`config.mk`:
```
export PLATFORM = sky130hd
export DESIGN_NAME = umb_socket_decoder
export DESIGN_NICKNAME = d
export VERILOG_FILES = /design/src/rtl/umb_win_pkg.sv /design/src/rtl/umb_win_match.sv /design/src/rtl/umb_cfg_regs.sv /design/src/rtl/umb_socket_decoder.sv
export SDC_FILE = /design/constraint.sdc
export NUM_CORES = 1
export LEC_CHECK = 0
export ABC_AREA = 1
export BUFFER_PORTS_ARGS = -buffer_cell sky130_fd_sc_hd__buf_2
export CAP_MARGIN = 20
export CORE_MARGIN = 10
export CORE_UTILIZATION = 41
export CTS_CLUSTER_SIZE = 14
export DETAILED_ROUTE_END_ITERATION = 6
export PLACE_DENSITY = 0.78
export SYNTH_ARGS = -nofsm -noshare
export SYNTH_HDL_FRONTEND = slang
export SYNTH_SLANG_ARGS = --single-unit
```
`constraint.sdc`:
```
create_clock -name clk -period 2.43 [get_ports clk]
set_clock_uncertainty 0.2 [all_clocks]
set_input_delay 0.729 -clock clk [delete_from_list [all_inputs] [get_ports clk]]
set_output_delay 0.729 -clock clk [all_outputs]
set_load 0.02 [all_outputs]
```
`src/rtl/umb_win_pkg.sv`:
```
package umb_win_pkg;

  typedef enum logic [1:0] {
    WIN_OFF   = 2'b00,
    WIN_D64   = 2'b01,
    WIN_E64   = 2'b10,
    WIN_DE128 = 2'b11
  } win_code_e;

  localparam logic [3:0] SEG_D = 4'hD;
  localparam logic [3:0] SEG_E = 4'hE;

  // Does a window code cover the 64K segment named by the top address nibble?
  function automatic logic seg_in_window(input win_code_e code, input logic [3:0] seg);
    unique case (code)
      WIN_D64:   seg_in_window = (seg == SEG_D);
      WIN_E64:   seg_in_window = (seg == SEG_E);
      WIN_DE128: seg_in_window = (seg == SEG_D) || (seg == SEG_E);
      default:   seg_in_window = 1'b0;
    endcase
  endfunction

  // Offset inside the window. For the 128K window, D maps to 0 and E maps to 1
  // in bit 16, which is address bit 17 inside the window.
  function automatic logic [16:0] window_offset(input win_code_e code, input logic [19:0] a);
    if (code == WIN_DE128) window_offset = {a[17], a[15:0]};
    else                   window_offset = {1'b0, a[15:0]};
  endfunction

endpackage

```
`src/rtl/umb_win_match.sv`:
```
module umb_win_match
  import umb_win_pkg::*;
(
  input  win_code_e   code,
  input  logic [19:0] addr,
  output logic        hit,
  output logic [16:0] offset
);

  assign hit    = seg_in_window(code, addr[19:16]);
  assign offset = window_offset(code, addr);

  always_comb begin
    if (hit) assert_hit_in_umb_R1: assert ((addr[19:16] == SEG_D) || (addr[19:16] == SEG_E));
  end

endmodule

```
`src/rtl/umb_cfg_regs.sv`:
```
module umb_cfg_regs
  import umb_win_pkg::*;
#(
  parameter int NSOCK  = 2,
  parameter int PAGE_W = 4
) (
  input  logic                          clk,
  input  logic                          rst_n,
  input  logic                          reg_we,
  input  logic [1:0]                    reg_addr,
  input  logic [NSOCK*PAGE_W-1:0]       reg_wdata,
  input  logic [NSOCK-1:0][1:0]         dflt_win,
  input  logic [NSOCK-1:0]              dflt_en,
  output win_code_e [NSOCK-1:0]         win_q,
  output logic [NSOCK-1:0]              en_q,
  output logic [NSOCK-1:0][PAGE_W-1:0]  page_q
);

  localparam logic [1:0] A_WIN0 = 2'd0;
  localparam logic [1:0] A_WIN1 = 2'd1;
  localparam logic [1:0] A_EN   = 2'd2;
  localparam logic [1:0] A_PAGE = 2'd3;

  logic wr_win0, wr_win1, wr_en, wr_page;
  assign wr_win0 = reg_we && (reg_addr == A_WIN0);
  assign wr_win1 = reg_we && (reg_addr == A_WIN1);
  assign wr_en   = reg_we && (reg_addr == A_EN);
  assign wr_page = reg_we && (reg_addr == A_PAGE);

  always_ff @(posedge clk) begin
    if (!rst_n) begin
      for (int s = 0; s < NSOCK; s++) begin
        win_q[s]  <= win_code_e'(dflt_win[s]);
        page_q[s] <= '0;
      end
      en_q <= dflt_en;
    end else begin
      if (wr_win0) win_q[0] <= win_code_e'(reg_wdata[1:0]);
      if (wr_win1) win_q[1] <= win_code_e'(reg_wdata[1:0]);
      if (wr_en)   en_q     <= reg_wdata[NSOCK-1:0];
      if (wr_page) begin
        for (int s = 0; s < NSOCK; s++) page_q[s] <= reg_wdata[s*PAGE_W +: PAGE_W];
      end
    end
  end

  assert_en_write_next_R10: assert property (@(posedge clk) disable iff (!rst_n)
    wr_en |=> en_q == $past(reg_wdata[NSOCK-1:0]));
  assert_page_write_next_R9: assert property (@(posedge clk) disable iff (!rst_n)
    wr_page |=> page_q[0] == $past(reg_wdata[PAGE_W-1:0]));
  assert_win_hold_R9: assert property (@(posedge clk) disable iff (!rst_n)
    !wr_win0 |=> $stable(win_q[0]));

endmodule

```
`src/rtl/umb_socket_decoder.sv`:
```
module umb_socket_decoder
  import umb_win_pkg::*;
#(
  parameter int PAGE_W = 4
) (
  input  logic                  clk,
  input  logic                  rst_n,
  input  logic [19:0]           mem_addr,
  input  logic                  mem_rd,
  input  logic                  mem_wr,
  input  logic                  reg_we,
  input  logic [1:0]            reg_addr,
  input  logic [2*PAGE_W-1:0]   reg_wdata,
  input  logic [1:0]            dflt_win0,
  input  logic [1:0]            dflt_win1,
  input  logic [1:0]            dflt_en,
  output logic [1:0]            sel,
  output logic [PAGE_W+16:0]    dev_addr
);

  localparam int NSOCK = 2;
  localparam int DEV_W = PAGE_W + 17;

  win_code_e [NSOCK-1:0]         win_q;
  logic [NSOCK-1:0]              en_q;
  logic [NSOCK-1:0][PAGE_W-1:0]  page_q;
  logic [NSOCK-1:0]              hit_raw;
  logic [NSOCK-1:0][16:0]        off;
  logic [NSOCK-1:0]              want;
  logic                          strobe;

  assign strobe = mem_rd | mem_wr;

  umb_cfg_regs #(.NSOCK(NSOCK), .PAGE_W(PAGE_W)) u_cfg (
    .clk      (clk),
    .rst_n    (rst_n),
    .reg_we   (reg_we),
    .reg_addr (reg_addr),
    .reg_wdata(reg_wdata),
    .dflt_win ({dflt_win1, dflt_win0}),
    .dflt_en  (dflt_en),
    .win_q    (win_q),
    .en_q     (en_q),
    .page_q   (page_q)
  );

  for (genvar s = 0; s < NSOCK; s++) begin : g_sock
    umb_win_match u_match (
      .code  (win_q[s]),
      .addr  (mem_addr),
      .hit   (hit_raw[s]),
      .offset(off[s])
    );
    assign want[s] = strobe & en_q[s] & hit_raw[s];

    assert_disabled_quiet_R2: assert property (@(posedge clk) disable iff (!rst_n)
      !en_q[s] |-> !sel[s]);
  end

  // 64K window: the page sits above a 16-bit offset. 128K window: above 17 bits.
  function automatic logic [DEV_W-1:0] form_dev(input win_code_e code,
                                                input logic [PAGE_W-1:0] page,
                                                input logic [16:0] offset);
    if (code == WIN_DE128) form_dev = {page, offset};
    else                   form_dev = {1'b0, page, offset[15:0]};
  endfunction

  // Fixed priority: the lowest-numbered wanting socket wins.
  always_comb begin
    logic taken;
    taken    = 1'b0;
    sel      = '0;
    dev_addr = '0;
    for (int s = 0; s < NSOCK; s++) begin
      if (want[s] && !taken) begin
        sel[s]   = 1'b1;
        dev_addr = form_dev(win_q[s], page_q[s], off[s]);
        taken    = 1'b1;
      end
    end
  end

  assert_single_select_R3: assert property (@(posedge clk) disable iff (!rst_n)
    $onehot0(sel));
  assert_socket0_priority_R3: assert property (@(posedge clk) disable iff (!rst_n)
    (strobe && en_q[0] && hit_raw[0]) |-> !sel[1]);
  assert_needs_strobe_R4: assert property (@(posedge clk) disable iff (!rst_n)
    !(mem_rd || mem_wr) |-> (sel == 2'b00));
  assert_idle_dev_zero_R7: assert property (@(posedge clk) disable iff (!rst_n)
    (sel == 2'b00) |-> (dev_addr == '0));

endmodule

```
==> impl_metrics.json, run 1 <==
{
  "max-cap-violations": 0,
  "initial_utilization_pct": 43.7,
  "leakage_nw": 0.865,
  "critical_path_fanout_max": 8,
  "h_tree_level_count": 1,
  "buffer_ports.inserted": 63,
  "summed_instance_area_of_the_synthesized_netlist_um2": 985,
  "pre_cts_slack_ps": -252,
  "utilization_pct": 78.0,
  "sequential_cell_area_um2": 340,
  "first_global_vias": 1196,
  "final_max_slew_viol_count": 0,
  "worst_setup_hold_path_clk_slew_ps": 70,
  "clk-insertion-delay-late_ps": 260,
  "fin_nets": 265,
  "rsz0062_at_grt": "yes",
  "maximum_frequency_from_static_timing_analysis_mhz": 386,
  "fin_crit_ps": 2590,
  "max-vdd-ir-drop_mv": 0.253,
  "grt_start_max_net_pins": 17,
  "critPathArrivalTime_ps": 1660,
  "worst_slew_pin_slew_ps": 488,
  "die_height_um": 69.0,
  "timing_worst_setup_path_type": "in2out",
  "startpoint_type": "input pin",
  "fp.coreArea_mm2": 0.00225,
  "power_uw": 577,
  "final_cell_mix": "sky130_fd_sc_hd__buf_2 (39), sky130_fd_sc_hd__nand2_1 (31), sky130_fd_sc_hd__inv_1 (27)",
  "netlist-cell-type-count": 19,
  "drc": 0,
  "antenna_found_initial": 0,
  "wl_per_cell_um": 13.7,
  "route.final.wire_length_mm": 3.43,
  "critPathSlowestCell": "sky130_fd_sc_hd__buf_4",
  "final_common_cell": "sky130_fd_sc_hd__buf_2",
  "ys_ff_latch": 14,
  "drt_pass1_iterations": 4,
  "p_per_area_mw_per_mm2": 328,
  "hpwlAfterDp_mm": 2.42,
  "outcome": "finished with violations",
  "critical_path.top_delay_family": "simple AND/OR/NAND/NOR gates",
  "gp_congestion": 0.792,
  "portion_of_the_post_synthesis_area_used_by_sequential_elements_pct": 34.6,
  "chipWidth_um": 69.0,
  "hold_viol": 0,
  "failing_checks": "negative setup slack",
  "period_share_pct": 107,
  "synth.net_count": 194,
  "areaGrowthSynthToFinish_pct": 78.7,
  "fin_ws_ps": -160,
  "cts_buffers": 3,
  "nFillCells": 146,
  "synth_area_per_cell_um2": 6.44,
  "layout-drive-gt1-share_pct": 52.9,
  "cp_num_buf_inv": 3,
  "cts.sink_count": 14,
  "globalRouteTotalUtil_pct": 12.0,
  "antenna_violating_nets_post_route": 0,
  "fin_worst_hold_slack_ps": 271,
  "global_route_wire_length_before_repair_mm": 5.08,
  "critical_path.cell_chain": "buf_8 -> nor2_4 -> nand3_2 -> nand2_2 -> nand2_4 -> nand2_8 -> inv_12 -> nor2_2 -> buf_4",
  "min_path_type": "reg2reg",
  "synthesis.instances": 153,
  "finalSetupViolations": 23,
  "cts.path.max_buffers": 2,
  "holdBufCountCts": 0,
  "pin_count": 64,
  "n_antenna_cell": 0,
  "route.vias.total": 1204,
  "worst_ep_required_time_ps": 1500,
  "setup.worst_path.end_class": "primary output",
  "drtIter0Drc": 63,
  "rows": 17,
  "vias_per_cell": 4.80,
  "floorplan.die_area_mm2": 0.00476,
  "design_area_mm2": 0.00176,
  "area_occupied_by_multi_input_gates_um2": 689,
  "cts_tree": "yes",
  "slew-limit-headroom_pct": 67.4,
  "cts_root_buf": "sky130_fd_sc_hd__clkbuf_4",
  "critical-path-max-stage-delay_ps": 150,
  "postPlaceCellArea_mm2": 0.00137,
  "yosys_warnings": 0,
  "grt_overflow_total": 0
}
worst reg2reg max path: cells and delay by family (launching register included):
kind	cells	cell delay [ps]
AO/OA/AOI/OAI	1	70
buffers and inverters	1	90
flip-flops	1	300
area by class of cell:
cell class	instances	area share, %
timing repair inverter	1	0.925
multi-input combinational	104	39.2
sequential	14	19.3
timing repair buffer	68	29.2
clock buffer	4	1.49
inverter	32	7.82
tap	28	1.99
synth_stat cells:
| cell type | instances | share of area [%] |
|---|---|---|
| sky130_fd_sc_hd__dfxtp_1 | 8 | 16 |
| sky130_fd_sc_hd__nor2_2 | 11 | 7.0 |
| sky130_fd_sc_hd__nand2_2 | 2 | 1.3 |
| sky130_fd_sc_hd__buf_12 | 1 | 2.0 |
| sky130_fd_sc_hd__inv_2 | 1 | 0.38 |
| sky130_fd_sc_hd__o21a_1 | 1 | 0.76 |
| sky130_fd_sc_hd__o21ai_0 | 18 | 9.1 |
| sky130_fd_sc_hd__nand3_1 | 12 | 6.1 |
| sky130_fd_sc_hd__edfxtp_1 | 6 | 18 |
| sky130_fd_sc_hd__inv_4 | 1 | 0.64 |
| sky130_fd_sc_hd__clkbuf_1 | 1 | 0.38 |
| sky130_fd_sc_hd__nor2_1 | 9 | 3.4 |
| sky130_fd_sc_hd__nor2_4 | 1 | 1.1 |
| sky130_fd_sc_hd__a21oi_1 | 9 | 4.6 |
| sky130_fd_sc_hd__nand2_4 | 1 | 1.1 |
| sky130_fd_sc_hd__buf_2 | 1 | 0.51 |
| sky130_fd_sc_hd__nand2_1 | 39 | 15 |
| sky130_fd_sc_hd__inv_1 | 30 | 11 |
| sky130_fd_sc_hd__nand4_1 | 1 | 0.64 |
stage by stage:
stage               setup TNS (ps)  std cells
floorplan                     -412        153
global placement             -4070        246
detailed placement           -4730        246
CTS                          -2940        251
global route                 -4530        251
finish                       -2970        251
state kept, by name, summed over array words and instances, names as in the netlist:
signal	flops
u_cfg.win_q	4
u_cfg.page_q	8
u_cfg.en_q	2
power breakdown:
part	switching (mW)	leakage, nW	internal [mW]
Combinational	0.104	0.725	0.0722
Sequential	0.0103	0.125	0.266
Clock	0.0619	0.0150	0.0634
cells by family after synthesis:
family	Yosys count	share of synthesized area (%)
AND/OR/NAND/NOR	76	35.6
AO/OA/AOI/OAI	28	14.5
flip-flops	14	34.6
buffers and inverters	35	15.4
repair_timing:
action                                  4_1_cts  5_1_grt
setup buffers                                 0        0
gates cloned                                  1        0
endpoints found under the setup margin       23       23
gates resized for setup                      46       55
pin swaps                                     7       16
layer usage:
metal / track usage [%] / up-vias / wire length (um)
li1: - / 615 / -
met1: 14.4 / 525 / 1600
met2: 19.9 / 62 / 1530
met3: 3.85 / 2 / 284
met4: 3.55 / 0 / 14
met5: 0 / - / 0
path summary, 6_finish.rpt:
path,from,to,slack [ps],depth (start not counted)
worst max-delay path,mem_addr[17],dev_addr[15],-160,9
worst min-delay path,u_cfg.page_q[1],u_cfg.page_q[1],270,2
worst max register to register,u_cfg.page_q[2],u_cfg.page_q[2],1650,2
worst min register to register,u_cfg.page_q[1],u_cfg.page_q[1],270,2
No activity file was read; power rests on OpenSTA's default activity.
==> run 2, diff against run 1 <==
Settings changed: REMOVE_ABC_BUFFERS set to 1.
==> run 2 against run 1 <==
Net effect:
- the run still ends with negative setup slack left
- critical endpoint is now dev_addr[2]
- non-clock buffer count decreased by 1
- worst hold slack got worse by 5.0 ps
- routed wire length decreased by 10%
- critical path type unchanged
- fmax increased by 0.22%
- via count decreased by 2.2%
==> impl_metrics.json, run 2 (same netlist as run 1, synthesis figures left out) <==
{
  "fin_ws_ps": -154,
  "slew-limit-headroom_pct": 68.1,
  "holdBufCountCts": 0,
  "register_with_the_most_flip_flops": "u_cfg.page_q",
  "total_switching_power_uw": 168,
  "max-cap-violations": 0,
  "areaGrowthSynthToFinish_pct": 65.3,
  "rsz0062_at_grt": "yes",
  "startpoint_type": "input pin",
  "timing.critical_path.mode_cell": "sky130_fd_sc_hd__nand2_4",
  "final_common_cell": "sky130_fd_sc_hd__buf_2",
  "hold_viol": 0,
  "p_sw_share_pct": 29.7,
  "utilization_pct": 72.2,
  "layout-drive-gt1-share_pct": 49.8,
  "failing_checks": "negative setup slack",
  "rows": 17,
  "power_frac_seq_pct": 48.7,
  "post-cts-setup-buffers": 0,
  "route.vias.total": 1178,
  "route.final.wire_length_mm": 3.07,
  "cts_buffers": 3,
  "critPathSlowestCell": "sky130_fd_sc_hd__buf_4",
  "nFillCells": 184,
  "setup.worst_path.end_class": "primary output",
  "fp.coreArea_mm2": 0.00225,
  "cts.path.max_buffers": 2,
  "largest_reg_flops": 8,
  "cts_root_buf": "sky130_fd_sc_hd__clkbuf_4",
  "max-vdd-ir-drop_mv": 0.308,
  "timing_worst_setup_path_type": "in2out",
  "critical-path-max-stage-delay_ps": 150,
  "fin_nets": 263,
  "global_route_wire_length_before_repair_mm": 5.02,
  "finalSetupViolations": 22,
  "p_per_area_mw_per_mm2": 347,
  "worst_slew_pin_slew_ps": 477,
  "clk-insertion-delay-late_ps": 280,
  "grt_start_max_net_pins": 17,
  "drt_pass1_iterations": 4,
  "fin_crit_ps": 2580,
  "grt.met3_usage_pct": 3.57,
  "grt_overflow_total": 0,
  "period_share_pct": 106,
  "grt_util_met1_pct": 14.6,
  "outcome": "finished with violations",
  "global_route.usage.met2_pct": 18.9,
  "final_max_slew_viol_count": 0,
  "drc": 0,
  "worst_setup_hold_path_clk_slew_ps": 70,
  "worst_ep_required_time_ps": 1500,
  "min_delay_path_depth": 2,
  "wl_per_cell_um": 12.3,
  "critical_path.cell_chain": "buf_8 -> nor2_4 -> nand3_2 -> nand2_2 -> nand2_4 -> nand2_4 -> inv_8 -> nor2_1 -> buf_4",
  "critical_path.top_delay_family": "simple AND/OR/NAND/NOR gates",
  "antenna_found_initial": 0,
  "design_area_mm2": 0.00163,
  "final_cell_mix": "sky130_fd_sc_hd__buf_2 (37), sky130_fd_sc_hd__nand2_1 (33), sky130_fd_sc_hd__inv_1 (27)",
  "power_uw": 565,
  "die_height_um": 69.0,
  "leakage_nw": 0.838,
  "gp_congestion": 0.817,
  "buffer_ports.inserted": 63,
  "first_global_vias": 1129,
  "chipWidth_um": 69.0,
  "postPlaceCellArea_mm2": 0.00134,
  "critical_path_fanout_max": 16,
  "maximum_frequency_from_static_timing_analysis_mhz": 387,
  "p_int_uw": 397,
  "cts_tree": "yes",
  "globalRouteTotalUtil_pct": 12.1,
  "initial_utilization_pct": 43.7,
  "path_depth": 9,
  "fin_worst_hold_slack_ps": 266,
  "min_path_type": "reg2reg",
  "drtIter0Drc": 23,
  "n_antenna_cell": 0,
  "hpwlAfterDp_mm": 2.35,
  "vias_per_cell": 4.73,
  "floorplan.die_area_mm2": 0.00476,
  "cp_num_buf_inv": 3,
  "biggestRegsByFlops": "u_cfg.page_q (8), u_cfg.win_q (4), u_cfg.en_q (2)",
  "cts.sink_count": 14,
  "antenna_violating_nets_post_route": 0,
  "comb_power_share_pct": 28.0,
  "critPathArrivalTime_ps": 1650,
  "share_clk_of_total_power_pct": 23.3,
  "pre_cts_slack_ps": -196,
  "h_tree_level_count": 1,
  "number_of_cell_instances_on_the_worst_register_to_register_path": 2,
  "pin_count": 64,
  "grt.busiest_layer": "met2"
}
==> run 2: cell count changes in the layout (fill, tap and decap cells not counted), sizes merged <==
cell and change:
inv -1, buf -1
==> run 2: power by group through the flow <==
stage | Combinational [mW] | Sequential, mW | Clock (mW)
finish | 0.158 | 0.275 | 0.132
CTS | 0.147 | 0.275 | 0.136
detailed placement | 0.129 | 0.279 | 0
floorplan | 0.0723 | 0.277 | 0
global route | 0.178 | 0.278 | 0.144
global placement | 0.127 | 0.278 | 0
==> run 2: what timing repair did <==
action | CTS | global route
endpoints found under the setup margin | 23 | 23
gates resized for setup | 58 | 24
pin swaps | 14 | 12
==> run 2: cell type report <==
| cell class | count | area (um2) | area share [%] |
|---|---|---|---|
| sequential | 14 | 340 | 20.9 |
| multi-input combinational | 104 | 598 | 36.7 |
| inverter | 32 | 135 | 8.30 |
| clock buffer | 4 | 26.3 | 1.61 |
| tap | 28 | 35.0 | 2.15 |
| timing repair buffer | 67 | 493 | 30.3 |
==> run 2: worst min-delay path: stages (launching register included) <==
cell,delay (ps)
sky130_fd_sc_hd__dfxtp_1,310
sky130_fd_sc_hd__inv_1,60
sky130_fd_sc_hd__a21oi_1,50
==> run 2: per-layer routing <==
| layer | vias to the layer above | part of all wire [%] |
|---|---|---|
| li1 | 608 | - |
| met1 | 504 | 44 |
| met2 | 61 | 46 |
| met3 | 5 | 8.1 |
| met4 | 0 | 1.7 |
| met5 | - | 0 |
==> run 2: worst paths after layout <==
path | startpoint | end | slack (ps)
worst max-delay path | mem_addr[17] | dev_addr[2] | -150
worst min-delay path | u_cfg.page_q[6] | u_cfg.page_q[6] | 270
worst max register to register | u_cfg.page_q[5] | u_cfg.page_q[5] | 1640
worst min register to register | u_cfg.page_q[6] | u_cfg.page_q[6] | 270
==> run 2: stage by stage <==
step / std cells / setup TNS [ps]
detailed placement: 245 / -3840
global placement: 245 / -3570
global route: 249 / -4130
floorplan: 150 / -657
finish: 249 / -2660
CTS: 249 / -2200
==> run 3, diff against run 2 <==
Settings changed: CELL_PAD_IN_SITES_DETAIL_PLACEMENT set to 1, CELL_PAD_IN_SITES_GLOBAL_PLACEMENT set to 2, CORE_UTILIZATION 41 to 19, PLACE_DENSITY 0.78 to not set, PLACE_DENSITY_LB_ADDON set to 0.1.
==> run 3 against run 2 <==
Net effect:
- the run still ends with negative setup slack left
- final cell count is 18% higher
- global-route usage is 3.4 points lower
- first-iteration DRC count is 48% lower
- die area is 78% higher
- sequential share of layout area is 2.5 points lower
- critical path type unchanged
- critical endpoint is now dev_addr[17]
==> impl_metrics.json, run 3 (same netlist as run 1, synthesis figures left out) <==
{
  "end_of_the_worst_register_to_register_path": "u_cfg.page_q[7]",
  "critical_path.top_delay_family": "simple AND/OR/NAND/NOR gates",
  "startpoint_type": "input pin",
  "largest_reg_flops": 8,
  "pre_cts_slack_ps": -279,
  "cp-startpoint": "mem_addr[17]",
  "chipWidth_um": 92.0,
  "grt_overflow_total": 0,
  "drtIter0Drc": 12,
  "hpwlAfterDp_mm": 3.14,
  "route.final.wire_length_mm": 3.78,
  "hold_viol": 0,
  "rsz0062_at_grt": "yes",
  "path_depth": 9,
  "timing_worst_setup_path_type": "in2out",
  "buffer_ports.inserted": 63,
  "fin_nets": 267,
  "biggestRegsByFlops": "u_cfg.page_q (8), u_cfg.win_q (4), u_cfg.en_q (2)",
  "antenna_found_initial": 0,
  "failing_checks": "negative setup slack",
  "leakage_nw": 0.883,
  "number_of_cell_instances_on_the_worst_register_to_register_path": 2,
  "post-cts-setup-buffers": 0,
  "fp.coreArea_mm2": 0.00507,
  "floorplan.die_area_mm2": 0.00846,
  "timing.rr.start": "u_cfg.page_q[7]",
  "comb_power_share_pct": 26.3,
  "register_with_the_most_flip_flops": "u_cfg.page_q",
  "critPathSlowestCell": "sky130_fd_sc_hd__buf_4",
  "critical_path.cell_chain": "buf_8 -> nor2_4 -> nand3_2 -> nand2_2 -> nand2_4 -> buf_4 -> nand3_1 -> nand2_1 -> buf_6",
  "max-vdd-ir-drop_mv": 0.185,
  "critical-path-max-stage-delay_ps": 150,
  "vias_per_cell": 4.01,
  "fin_ws_ps": -140,
  "h_tree_level_count": 1,
  "worst_hold_startpoint": "u_cfg.page_q[1]",
  "tns_ps": -2650,
  "worst_slew_pin_slew_ps": 527,
  "worst_setup_hold_path_clk_slew_ps": 60,
  "worst_ep_required_time_ps": 1500,
  "rows": 26,
  "critical_path_fanout_max": 4,
  "pin_count": 64,
  "min_delay_path_depth": 2,
  "share_clk_of_total_power_pct": 32.5,
  "cp_num_buf_inv": 3,
  "min_to": "u_cfg.page_q[1]",
  "finalSetupViolations": 23,
  "cts_root_buf": "sky130_fd_sc_hd__clkbuf_8",
  "p_sw_share_pct": 28.3,
  "layout-drive-gt1-share_pct": 52.9,
  "gp_congestion": 0.716,
  "power_frac_seq_pct": 41.2,
  "fin_worst_hold_slack_ps": 270,
  "slew-limit-headroom_pct": 64.8,
  "maximum_frequency_from_static_timing_analysis_mhz": 389,
  "grt_start_max_net_pins": 17,
  "max-cap-violations": 0,
  "worst-r2r-setup-slack_ps": 1640,
  "areaGrowthSynthToFinish_pct": 88.2,
  "clk-insertion-delay-late_ps": 240,
  "p_per_area_mw_per_mm2": 363,
  "setup.worst_path.end_class": "primary output",
  "cts.sink_count": 14,
  "wl_per_cell_um": 12.8,
  "final_cell_mix": "sky130_fd_sc_hd__buf_2 (39), sky130_fd_sc_hd__nand2_1 (32), sky130_fd_sc_hd__inv_1 (27)",
  "antenna_violating_nets_post_route": 0,
  "total_switching_power_uw": 190,
  "utilization_pct": 36.5,
  "initial_utilization_pct": 19.4,
  "cts_tree": "yes",
  "globalRouteTotalUtil_pct": 8.77,
  "min_path_type": "reg2reg",
  "n_antenna_cell": 0,
  "power_uw": 672,
  "final_max_slew_viol_count": 0,
  "first_global_vias": 1334,
  "p_int_uw": 482,
  "critPathArrivalTime_ps": 1640,
  "drt_pass1_iterations": 3,
  "outcome": "finished with violations",
  "fin_crit_ps": 2570,
  "global_route_wire_length_before_repair_mm": 6.30,
  "route.vias.total": 1182,
  "cts.path.max_buffers": 2,
  "drc": 0,
  "period_share_pct": 106,
  "cts_buffers": 3,
  "final_common_cell": "sky130_fd_sc_hd__buf_2",
  "die_height_um": 92.0
}
run 3: cell types whose count changed in the layout (fill, tap and decap cells not counted), sizes merged:
| cell | previous run | this run |
|---|---|---|
| inv | 32 | 33 |
| buf | 67 | 70 |
run 3: worst min-delay path, stage by stage, from the launching register on:
cell and delay [ps]:
sky130_fd_sc_hd__dfxtp_1 310, sky130_fd_sc_hd__inv_1 70, sky130_fd_sc_hd__a21oi_1 50
run 3: worst max-delay path by stage:
stage and end:
5_1_grt dev_addr[17], 3_3_place_gp dev_addr[17], 4_1_cts sel[0], 6_report dev_addr[17]
3_5_place_dp dev_addr[5], 2_1_floorplan dev_addr[16]
run 3: layout make-up:
| cell class | count | area [um2] |
|---|---|---|
| timing repair buffer | 70 | 529 |
| timing repair inverter | 1 | 11.3 |
| sequential | 14 | 340 |
| inverter | 32 | 138 |
| tap | 70 | 87.6 |
| fill | 655 | 3220 |
| multi-input combinational | 104 | 692 |
| clock buffer | 4 | 55.1 |
run 3: per-stage QoR:
stage / instances / instance area [um2]
after floorplan: 150 / 956
after global placement: 290 / 1410
after detailed placement: 290 / 1410
after CTS: 295 / 1800
after global routing: 295 / 1850
final: 295 / 1850
run 3: power groups by stage:
stage	clock, mW	sequential [mW]	combinational [mW]
detailed placement	0	0.280	0.137
CTS	0.225	0.277	0.173
finish	0.219	0.277	0.177
floorplan	0	0.277	0.0723
global route	0.240	0.279	0.200
global placement	0	0.279	0.134
run 3: what timing repair did:
action / CTS / global route
gates cloned: 1 / 0
hold buffers: 0 / 0
endpoints found under the setup margin: 23 / 23
pin swaps: 13 / 6
resized for setup: 93 / 15
run 3: layer usage:
| layer | share of wire [%] | track usage, % |
|---|---|---|
| met3 | 6.6 | 2.61 |
| met5 | 0 | 0 |
| met2 | 46 | 14.6 |
| met4 | 1.2 | 2.70 |
| met1 | 46 | 10.6 |
